File: src/rtl/txmon_pkg.sv
// Package: shared register address map for the transmit driver activity monitor.
// Assumes a two-bit register address; the unused code reads as zero.
package txmon_pkg;
    localparam int REG_ADDR_W = 2;

    typedef enum logic [REG_ADDR_W-1:0] {
        REG_STATUS  = 2'd0,
        REG_ENABLE  = 2'd1,
        REG_PENDING = 2'd2,
        REG_SPARE   = 2'd3
    } txmon_reg_e;
endpackage

File: src/rtl/txmon_idle_channel.sv
// Module: one channel of the activity monitor.
// Counts consecutive cycles with no pulse on either rail. It raises the failure
// flag on the idle cycle that follows IDLE_LIMIT idle cycles already counted, and
// clears the flag on the edge that samples a pulse. It also reports a flag change
// one cycle ahead, so the edge lines up with the flag update.
// Assumes pulse indications are synchronous to clk.
module txmon_idle_channel #(
    parameter int IDLE_LIMIT = 128
) (
    input  logic clk,
    input  logic rst_n,
    input  logic pos_pulse,
    input  logic neg_pulse,
    output logic fail,
    output logic fail_change
);
    localparam int CNT_W = $clog2(IDLE_LIMIT + 1);
    localparam logic [CNT_W-1:0] CNT_TOP = CNT_W'(IDLE_LIMIT);

    logic             pulse_seen;
    logic [CNT_W-1:0] idle_cnt_q;
    logic             fail_q;
    logic             fail_d;

    // Purpose: either rail active marks a valid pulse in this cycle.
    assign pulse_seen = pos_pulse | neg_pulse;

    // Purpose: next failure state: clear on pulse, set once the window is used up, else hold.
    always_comb begin
        if (pulse_seen) begin
            fail_d = 1'b0;
        end else begin
            fail_d = fail_q | (idle_cnt_q == CNT_TOP);
        end
    end

    // Purpose: saturating idle counter, restarted by any pulse.
    always_ff @(posedge clk) begin
        if (!rst_n) begin
            idle_cnt_q <= '0;
        end else if (pulse_seen) begin
            idle_cnt_q <= '0;
        end else if (idle_cnt_q != CNT_TOP) begin
            idle_cnt_q <= idle_cnt_q + 1'b1;
        end
    end

    // Purpose: failure flag register.
    always_ff @(posedge clk) begin
        if (!rst_n) begin
            fail_q <= 1'b0;
        end else begin
            fail_q <= fail_d;
        end
    end

    assign fail        = fail_q;
    assign fail_change = fail_d ^ fail_q;
endmodule

File: src/rtl/txmon_irq_regs.sv
// Module: enable, pending and read-back registers for the activity monitor.
// Pending bits latch every flag change and clear on a write of 1 to the pending
// address. A flag change at the same edge beats a clear. Read data is combinational.
// Assumes fail_change is asserted in the cycle before the flag register updates.
module txmon_irq_regs
    import txmon_pkg::*;
#(
    parameter int NUM_CH = 8
) (
    input  logic                  clk,
    input  logic                  rst_n,
    input  logic [NUM_CH-1:0]     status,
    input  logic [NUM_CH-1:0]     fail_change,
    input  logic [REG_ADDR_W-1:0] reg_addr,
    input  logic                  reg_wr,
    input  logic [NUM_CH-1:0]     reg_wdata,
    output logic [NUM_CH-1:0]     reg_rdata,
    output logic [NUM_CH-1:0]     pend,
    output logic [NUM_CH-1:0]     enable,
    output logic                  irq
);
    txmon_reg_e         addr_sel;
    logic [NUM_CH-1:0]  clr_mask;
    logic [NUM_CH-1:0]  pend_q;
    logic [NUM_CH-1:0]  en_q;

    assign addr_sel = txmon_reg_e'(reg_addr);

    // Purpose: bits the current write asks to clear in the pending register.
    assign clr_mask = (reg_wr && addr_sel == REG_PENDING) ? reg_wdata : '0;

    // Purpose: sticky pending bits; a new edge wins over a simultaneous clear.
    always_ff @(posedge clk) begin
        if (!rst_n) begin
            pend_q <= '0;
        end else begin
            pend_q <= fail_change | (pend_q & ~clr_mask);
        end
    end

    // Purpose: interrupt enable register, written at the enable address.
    always_ff @(posedge clk) begin
        if (!rst_n) begin
            en_q <= '0;
        end else if (reg_wr && addr_sel == REG_ENABLE) begin
            en_q <= reg_wdata;
        end
    end

    // Purpose: read-back multiplexer over the register map.
    always_comb begin
        unique case (addr_sel)
            REG_STATUS:  reg_rdata = status;
            REG_ENABLE:  reg_rdata = en_q;
            REG_PENDING: reg_rdata = pend_q;
            default:     reg_rdata = '0;
        endcase
    end

    assign pend   = pend_q;
    assign enable = en_q;
    assign irq    = |(pend_q & en_q);
endmodule

File: src/rtl/txdrv_activity_monitor.sv
// Module: top of the transmit driver activity monitor.
// Replicates one idle channel per transmit driver and shares one register and
// interrupt block across all channels.
// Assumes all inputs are synchronous to clk; reset is synchronous, active low.
module txdrv_activity_monitor
    import txmon_pkg::*;
#(
    parameter int NUM_CH     = 8,
    parameter int IDLE_LIMIT = 128
) (
    input  logic                  clk,
    input  logic                  rst_n,
    input  logic [NUM_CH-1:0]     tx_pos,
    input  logic [NUM_CH-1:0]     tx_neg,
    output logic [NUM_CH-1:0]     drv_fail,
    output logic                  irq,
    input  logic [REG_ADDR_W-1:0] reg_addr,
    input  logic                  reg_wr,
    input  logic [NUM_CH-1:0]     reg_wdata,
    output logic [NUM_CH-1:0]     reg_rdata
);
    logic [NUM_CH-1:0] fail_vec;
    logic [NUM_CH-1:0] change_vec;
    logic [NUM_CH-1:0] pend_vec;
    logic [NUM_CH-1:0] en_vec;

    // Purpose: one idle monitor per channel.
    for (genvar ch = 0; ch < NUM_CH; ch++) begin : g_chan
        txmon_idle_channel #(
            .IDLE_LIMIT (IDLE_LIMIT)
        ) u_chan (
            .clk         (clk),
            .rst_n       (rst_n),
            .pos_pulse   (tx_pos[ch]),
            .neg_pulse   (tx_neg[ch]),
            .fail        (fail_vec[ch]),
            .fail_change (change_vec[ch])
        );
    end

    // Purpose: shared pending, enable and read-back logic.
    txmon_irq_regs #(
        .NUM_CH (NUM_CH)
    ) u_regs (
        .clk         (clk),
        .rst_n       (rst_n),
        .status      (fail_vec),
        .fail_change (change_vec),
        .reg_addr    (reg_addr),
        .reg_wr      (reg_wr),
        .reg_wdata   (reg_wdata),
        .reg_rdata   (reg_rdata),
        .pend        (pend_vec),
        .enable      (en_vec),
        .irq         (irq)
    );

    assign drv_fail = fail_vec;
endmodule

File: config.mk
export PLATFORM = sky130hd
export DESIGN_NAME = txdrv_activity_monitor
export DESIGN_NICKNAME = d
export VERILOG_FILES = /design/src/rtl/txmon_pkg.sv /design/src/rtl/txmon_idle_channel.sv /design/src/rtl/txmon_irq_regs.sv /design/src/rtl/txdrv_activity_monitor.sv
export SDC_FILE = /design/constraint.sdc
export NUM_CORES = 1
export LEC_CHECK = 0
export ABC_AREA = 1
export BUFFER_PORTS_ARGS = -buffer_cell sky130_fd_sc_hd__buf_2
export CAP_MARGIN = 15
export CORE_MARGIN = 1.5
export CORE_UTILIZATION = 55
export DETAILED_ROUTE_END_ITERATION = 8
export PLACE_DENSITY = 0.85
export REMOVE_ABC_BUFFERS = 1
export SETUP_SLACK_MARGIN = 0.5
export SYNTH_ARGS = -nofsm -noshare
export SYNTH_HDL_FRONTEND = slang
export SYNTH_SLANG_ARGS = --single-unit
export TNS_END_PERCENT = 10
File: constraint.sdc
create_clock -name clk -period 1.2 [get_ports clk]
set_input_delay 0.12 -clock clk [delete_from_list [all_inputs] [get_ports clk]]
set_output_delay 0.12 -clock clk [all_outputs]
set_load 0.02 [all_outputs]
Word level (Yosys, flattened, before mapping)
Cells that the tools add are included.
{"block": "word_totals", "reg_bits": 88, "in_bits": 29, "out_inout_bits": 17, "elab_cells": 95}
{"block": "op_classes", "n_addsub": 8, "n_eq_ne": 18, "muxes": 10, "bitwise_logic": 29, "reduce_logical": 12}
{"op": "$add A8 B1 Y8 const B", "count": 8}
{"op": "$eq A8 B8 Y1 const B", "count": 8}
{"op": "$ne A8 B8 Y1 const B", "count": 8}
{"op": "$pmux W8 S3", "count": 1}
{"op": "$and A8 B8 Y8", "count": 2}
{"op": "$or A1 B1 Y1", "count": 16}
{"op": "$reduce_or A2 Y1", "count": 8}
{"op": "$mux W1", "count": 8}
{"op": "$mux W8", "count": 1}
{"op": "$not A8 Y8", "count": 1}
{"op": "$or A8 B8 Y8", "count": 1}
{"op": "$reduce_or A8 Y1", "count": 1}
{"op": "$xor A1 B1 Y1", "count": 8}
{"op": "$eq A2 B1 Y1 const B", "count": 1}
{"op": "$eq A2 B2 Y1 const B", "count": 1}
{"op": "$logic_and A1 B1 Y1", "count": 2}
{"op": "$logic_not A2 Y1", "count": 1}
{"op": "$not A1 Y1", "count": 1}

Depth between registers and ports, before layout
{"block": "depth", "depth_word": 6, "depth_mapped": 8, "depth_no_buf": 8}

Modules after synthesis
Synthesis repeated with hierarchy kept, for this count alone.
{"block": "unflattened", "cells_unflattened": 751, "area_unflattened_um2": 4971.0}
{"mod": "txmon_idle_channel", "n_inst": 8, "cells_per_inst": 77, "area_per_inst_um2": 511.7, "seq_area_each_um2": 180.2}
{"mod": "txmon_irq_regs", "n_inst": 1, "cells_per_inst": 135, "area_per_inst_um2": 877.1, "seq_area_each_um2": 320.3}

Least setup slack after synthesis
No wires, ideal clock.
{"block": "synth_timing", "kind": "register to register", "start": "register g_chan[7].u_chan.idle_cnt_q[0]", "end": "register g_chan[7].u_chan.idle_cnt_q[5]", "setup_time_ns": 0.115, "arrival_ns": 0.985, "t_required_ns": 1.085, "path_slack_ns": 0.100, "stages_incl_launch_ff": 8, "path_buffers": 0, "period_less_slack_ns": 1.100, "cell_sequence": "dfxtp_1 inv_1 ha_1 nand3_1 nor2_4 inv_2 nand3_1 nor2_1"}
{"block": "synth_between", "elab_chain_cells": 1, "word_cells_on_any_way": 2, "cone_classes": "1 x add/sub; 1 x eq/ne"}
{"item": "from (decl)", "line_no": "txmon_idle_channel.sv:21", "source": "logic [CNT_W-1:0] idle_cnt_q;"}
{"item": "from (signal assigned)", "line_no": "txmon_idle_channel.sv:44", "source": "idle_cnt_q <= idle_cnt_q + 1'b1;"}
{"item": "$add A8 B1 Y8 / $ne A8 B8 Y1 (equally long branches)", "line_no": "txmon_idle_channel.sv:44, txmon_idle_channel.sv:43"}
Several ways; a longest one is shown, not always the timed one.
A chain may end at the register's enable or synchronous reset.

Worst setup path in the final report
{"block": "layout_timing", "start": "register u_regs.en_q[0] (netlist: u_regs.enable[0])", "end": "output port irq"}
{"block": "layout_between", "elab_chain_cells": 2}
{"item": "from (decl)", "line_no": "txmon_irq_regs.sv:25", "source": "logic [NUM_CH-1:0] en_q;"}
{"item": "from (signal assigned)", "line_no": "txmon_irq_regs.sv:46", "source": "en_q <= reg_wdata;"}
{"item": "$and A8 B8 Y8", "line_no": "txmon_irq_regs.sv:62", "source": "assign irq = |(pend_q & en_q);"}
{"item": "$reduce_or A8 Y1", "line_no": "txmon_irq_regs.sv:62"}
{"item": "to (decl)", "line_no": "txdrv_activity_monitor.sv:16", "source": "output logic irq,"}
Every way passes these cells.

==> impl_metrics.py <==
metrics = {
    "run_status": {
        "outcome": "complete, but fails checks",
        "violated_checks": "setup timing",
    },
    "critical_path": {
        "critPathLaunchType": "flop",
        "crit_required_ns": 1.08,
        "crit_slowest_cell": "dfxtp_2",
        "timing.critical_path.fanout_max": 3,
        "largest_incremental_delay_on_the_critical_path_ns": 0.33,
        "timing.critical_path.max_delay_family": "flip-flops",
        "kind_of_end_point_of_the_critical_path": "output port",
        "path_type_of_the_worst_setup_path": "flop to output port",
        "crit_path_cell_trace": "inv_2, o22ai_4, nor2_2, nand2_1, buf_6",
        "arrival_ns": 1.21,
        "cp.buffers_inverters": 2,
        "r2r_slack_ns": -0.02,
    },
    "pwr": {
        "power.switching_w": 0.001322,
        "powerDensity_mw_per_mm2": 860.3,
        "p_sw_frac": 0.2484,
        "internal_power_w": 0.003999,
        "sequentialPowerShare": 0.551,
        "vdd.ir_drop.worst_mv": 0.7687,
        "power.clock.fraction": 0.367,
        "power.leakage_nw": 2.197,
        "power.share.combinational": 0.082,
    },
    "clock_tree": {
        "clock_sinks": 88,
        "h-tree-depth": 3,
        "ctsRootBufferMaster": "clkbuf_8",
        "cts-buffers-inserted": 9,
        "clock_latency_ns": 0.35,
        "clock_tree_from_tritoncts": "yes",
        "postCtsHoldBufs": 0,
        "clk_transition_reported_paths_ns": 0.08,
        "clock_tree.buffer_depth": 2,
    },
    "die": {
        "full_die_area_sq_mm": 0.008716,
        "placeableCoreArea_sq_mm": 0.007807,
        "top_level_ports": 46,
        "fp.dieW_microns": 93.36,
        "initial_core_util": 0.5752,
        "std_cell_rows": 32,
        "die_y_microns": 93.36,
    },
    "finish": {
        "layout.nets": 743,
        "area_occupied_by_multi_input_gates_sq_mm": 0.003059,
        "layout_commonest_cell": "nand2_1",
        "sequential_cell_area_sq_mm": 0.001909,
        "fin_area_sq_mm": 0.006185,
        "most-common-layout-cells": "nand2_1 (105), nor2_1 (84), inv_1 (49), inv_2 (43)",
        "syn_to_final_growth_pct": 37.73,
        "antenna_cells": 0,
        "post_route_cells_drive_above_1_share": 0.4879,
        "fillerInstances": 481,
    },
    "synthesis": {
        "netlist.top_cell.by_area": "dfxtp_1",
        "post_synth_inst_count": 635,
        "ys_seq_elements": 88,
        "synth.avg_cell_area_sq_um": 7.072,
        "synth.distinct_cells": 27,
        "synth_area_sq_mm": 0.004491,
        "post_synthesis_sequential_area_ratio": 0.3923,
        "synth-warning-count": 0,
        "synth.top_cells.by_area": "dfxtp_1 (39%), nand2_1 (11%), nor2_1 (9.5%), inv_1 (8.1%), ha_1 (4.5%)",
        "synth_largest_type_area_fraction": 0.3923,
    },
    "flow_run": {
        "cap_violations": 0,
    },
    "route": {
        "routed_via_density": 5.420,
        "totalWireLength_microns": 12190,
        "drtIter0Drc": 156,
        "drt-wirelength-per-cell_microns": 15.18,
        "detail_route.drc_violations": 0,
        "ant_nets": 0,
        "drt_pre_antenna_iters": 4,
        "total_number_of_vias": 4352,
    },
    "global_routing": {
        "grt_usage": 0.2771,
        "grt_start_max_net_pins": 18,
        "grt_pass1_vias": 4306,
        "grt_first_pass_wirelength_microns": 18940,
        "antenna_violations_before_repair": 0,
        "gr-total-overflow": 0,
    },
    "sta": {
        "fin_worst_hold_slack_ns": 0.05541,
        "worst_slew_pin_slew_ns": 0.3598,
        "setup_viol": 6,
        "final.setup.worst_slack_ns": -0.1276,
        "post-route-period-util": 1.106,
        "max_freq_mhz": 753.2,
        "finalWorstPathRequiredPeriod_ns": 1.328,
        "max_slew_margin": 0.7599,
        "grt_setup_unrepaired": "true",
        "timing_max_transition_violations_final": 0,
        "clock_skew_after_layout_ns": 0.007122,
        "timing_hold_violations_final": 0,
    },
    "placement": {
        "dpl-instance-area_sq_mm": 0.004858,
        "detailedPlacementHpwl_microns": 7312,
        "routabilityCongestion": 0.8902,
        "io_buffer_count": 45,
    },
    "hold_path": {
        "hold_class": "input port to flop",
    },
}
==> stage by stage <==
stage | total power (W) | setup TNS, ns | utilization | cells | setup slack, ns
3_3_place_gp | 0.003331 | 0 | 0.6223 | 783 | 0.04289
5_1_grt | 0.005506 | -0.8290 | 0.7921 | 803 | -0.1864
3_5_place_dp | 0.003347 | -0.2043 | 0.6223 | 783 | -0.04269
4_1_cts | 0.005288 | -0.2331 | 0.7518 | 800 | -0.1061
2_1_floorplan | 0.003182 | 0 | - | 622 | 0.09999
6_report | 0.005321 | -0.2510 | 0.7921 | 803 | -0.1276
==> worst register-to-register path, stage by stage, from the launching register on <==
cell and delay (ns):
dfxtp_4 0.38, inv_4 0.07, ha_4 0.12, inv_2 0.03, nor2_2 0.10, nand2_2 0.12, o21ai_1 0.21, nor2_1 0.07
==> final cells by class <==
cell class                      count  area share
Multi-Input combinational cell    429      0.4946
Timing Repair Buffer               65     0.07870
Sequential cell                    88      0.3087
Clock inverter                      4    0.007688
Inverter                          105     0.06899
Clock buffer                       10     0.02064
Tap cell                          102     0.02064
==> power groups by stage <==
stage                     registers (W)  clock network [W]  logic (W)
after CTS                       0.00294            0.00197   0.000380
after floorplan                 0.00303                  0   0.000152
after detailed placement        0.00303                  0   0.000313
after global routing            0.00293            0.00210   0.000474
after global placement          0.00303                  0   0.000300
final                           0.00293            0.00195   0.000438
==> flip-flops by register name (all words and copies together) (netlist names) <==
name	count
g_chan.u_chan.idle_cnt_q	64
g_chan.u_chan.fail	8
u_regs.enable	8
u_regs.pend	8
==> routing by layer <==
metal	vias up	global-route usage	routed length, microns
met5	-	0	0
met4	0	0.1149	419
met3	41	0.06504	638
met2	124	0.5181	6511
met1	2064	0.2942	4620
li1	2123	-	-
==> cells in the mapped netlist <==
| cell | count |
|---|---|
| a21oi_1 | 38 |
| a21oi_2 | 1 |
| buf_2 | 1 |
| buf_4 | 10 |
| buf_6 | 2 |
| dfxtp_1 | 88 |
| ha_1 | 16 |
| inv_1 | 97 |
| inv_2 | 8 |
| nand2_1 | 130 |
| nand2_2 | 1 |
| nand2_4 | 1 |
| nand3_1 | 20 |
| nand3_2 | 8 |
| nand3b_1 | 7 |
| nand4_1 | 9 |
| nor2_1 | 114 |
| nor2_2 | 1 |
| nor2_4 | 8 |
| nor3_1 | 3 |
| nor3b_1 | 7 |
| o21ai_0 | 28 |
| o21ai_1 | 2 |
| o221ai_1 | 8 |
| o22ai_1 | 4 |
| xnor2_1 | 8 |
| xor2_1 | 15 |
==> path summary, 6_finish.rpt <==
path	from	end	cells after the start
min	tx_neg[7]	u_regs.pend[7]$_SDFF_PN0_	4
max reg2reg	g_chan[6].u_chan.idle_cnt_q[0]$_SDFFE_PP0P_	g_chan[6].u_chan.idle_cnt_q[0]$_SDFFE_PP0P_	7
max	u_regs.enable[0]$_SDFFE_PN0P_	irq	5
min reg2reg	g_chan[6].u_chan.idle_cnt_q[7]$_SDFFE_PP0P_	g_chan[6].u_chan.idle_cnt_q[7]$_SDFFE_PP0P_	2
==> cell families (layout without fill, tap and decap cells) <==
group	count (synthesis)	in the layout	synth area share
compound gates	81	81	0.09891
buf+inv	118	184	0.1106
fa+ha+maj	16	16	0.04458
simple gates	309	309	0.3087
xor+xnor	23	23	0.04486
flops	88	88	0.3923
==> timing repair <==
item / in CTS / in global routing
pin swaps: 152 / 129
setup endpoints to repair: 104 / 99
setup buffers: 3 / 3
gates resized for setup: 288 / 87
No activity file was read; power rests on OpenSTA's default activity.
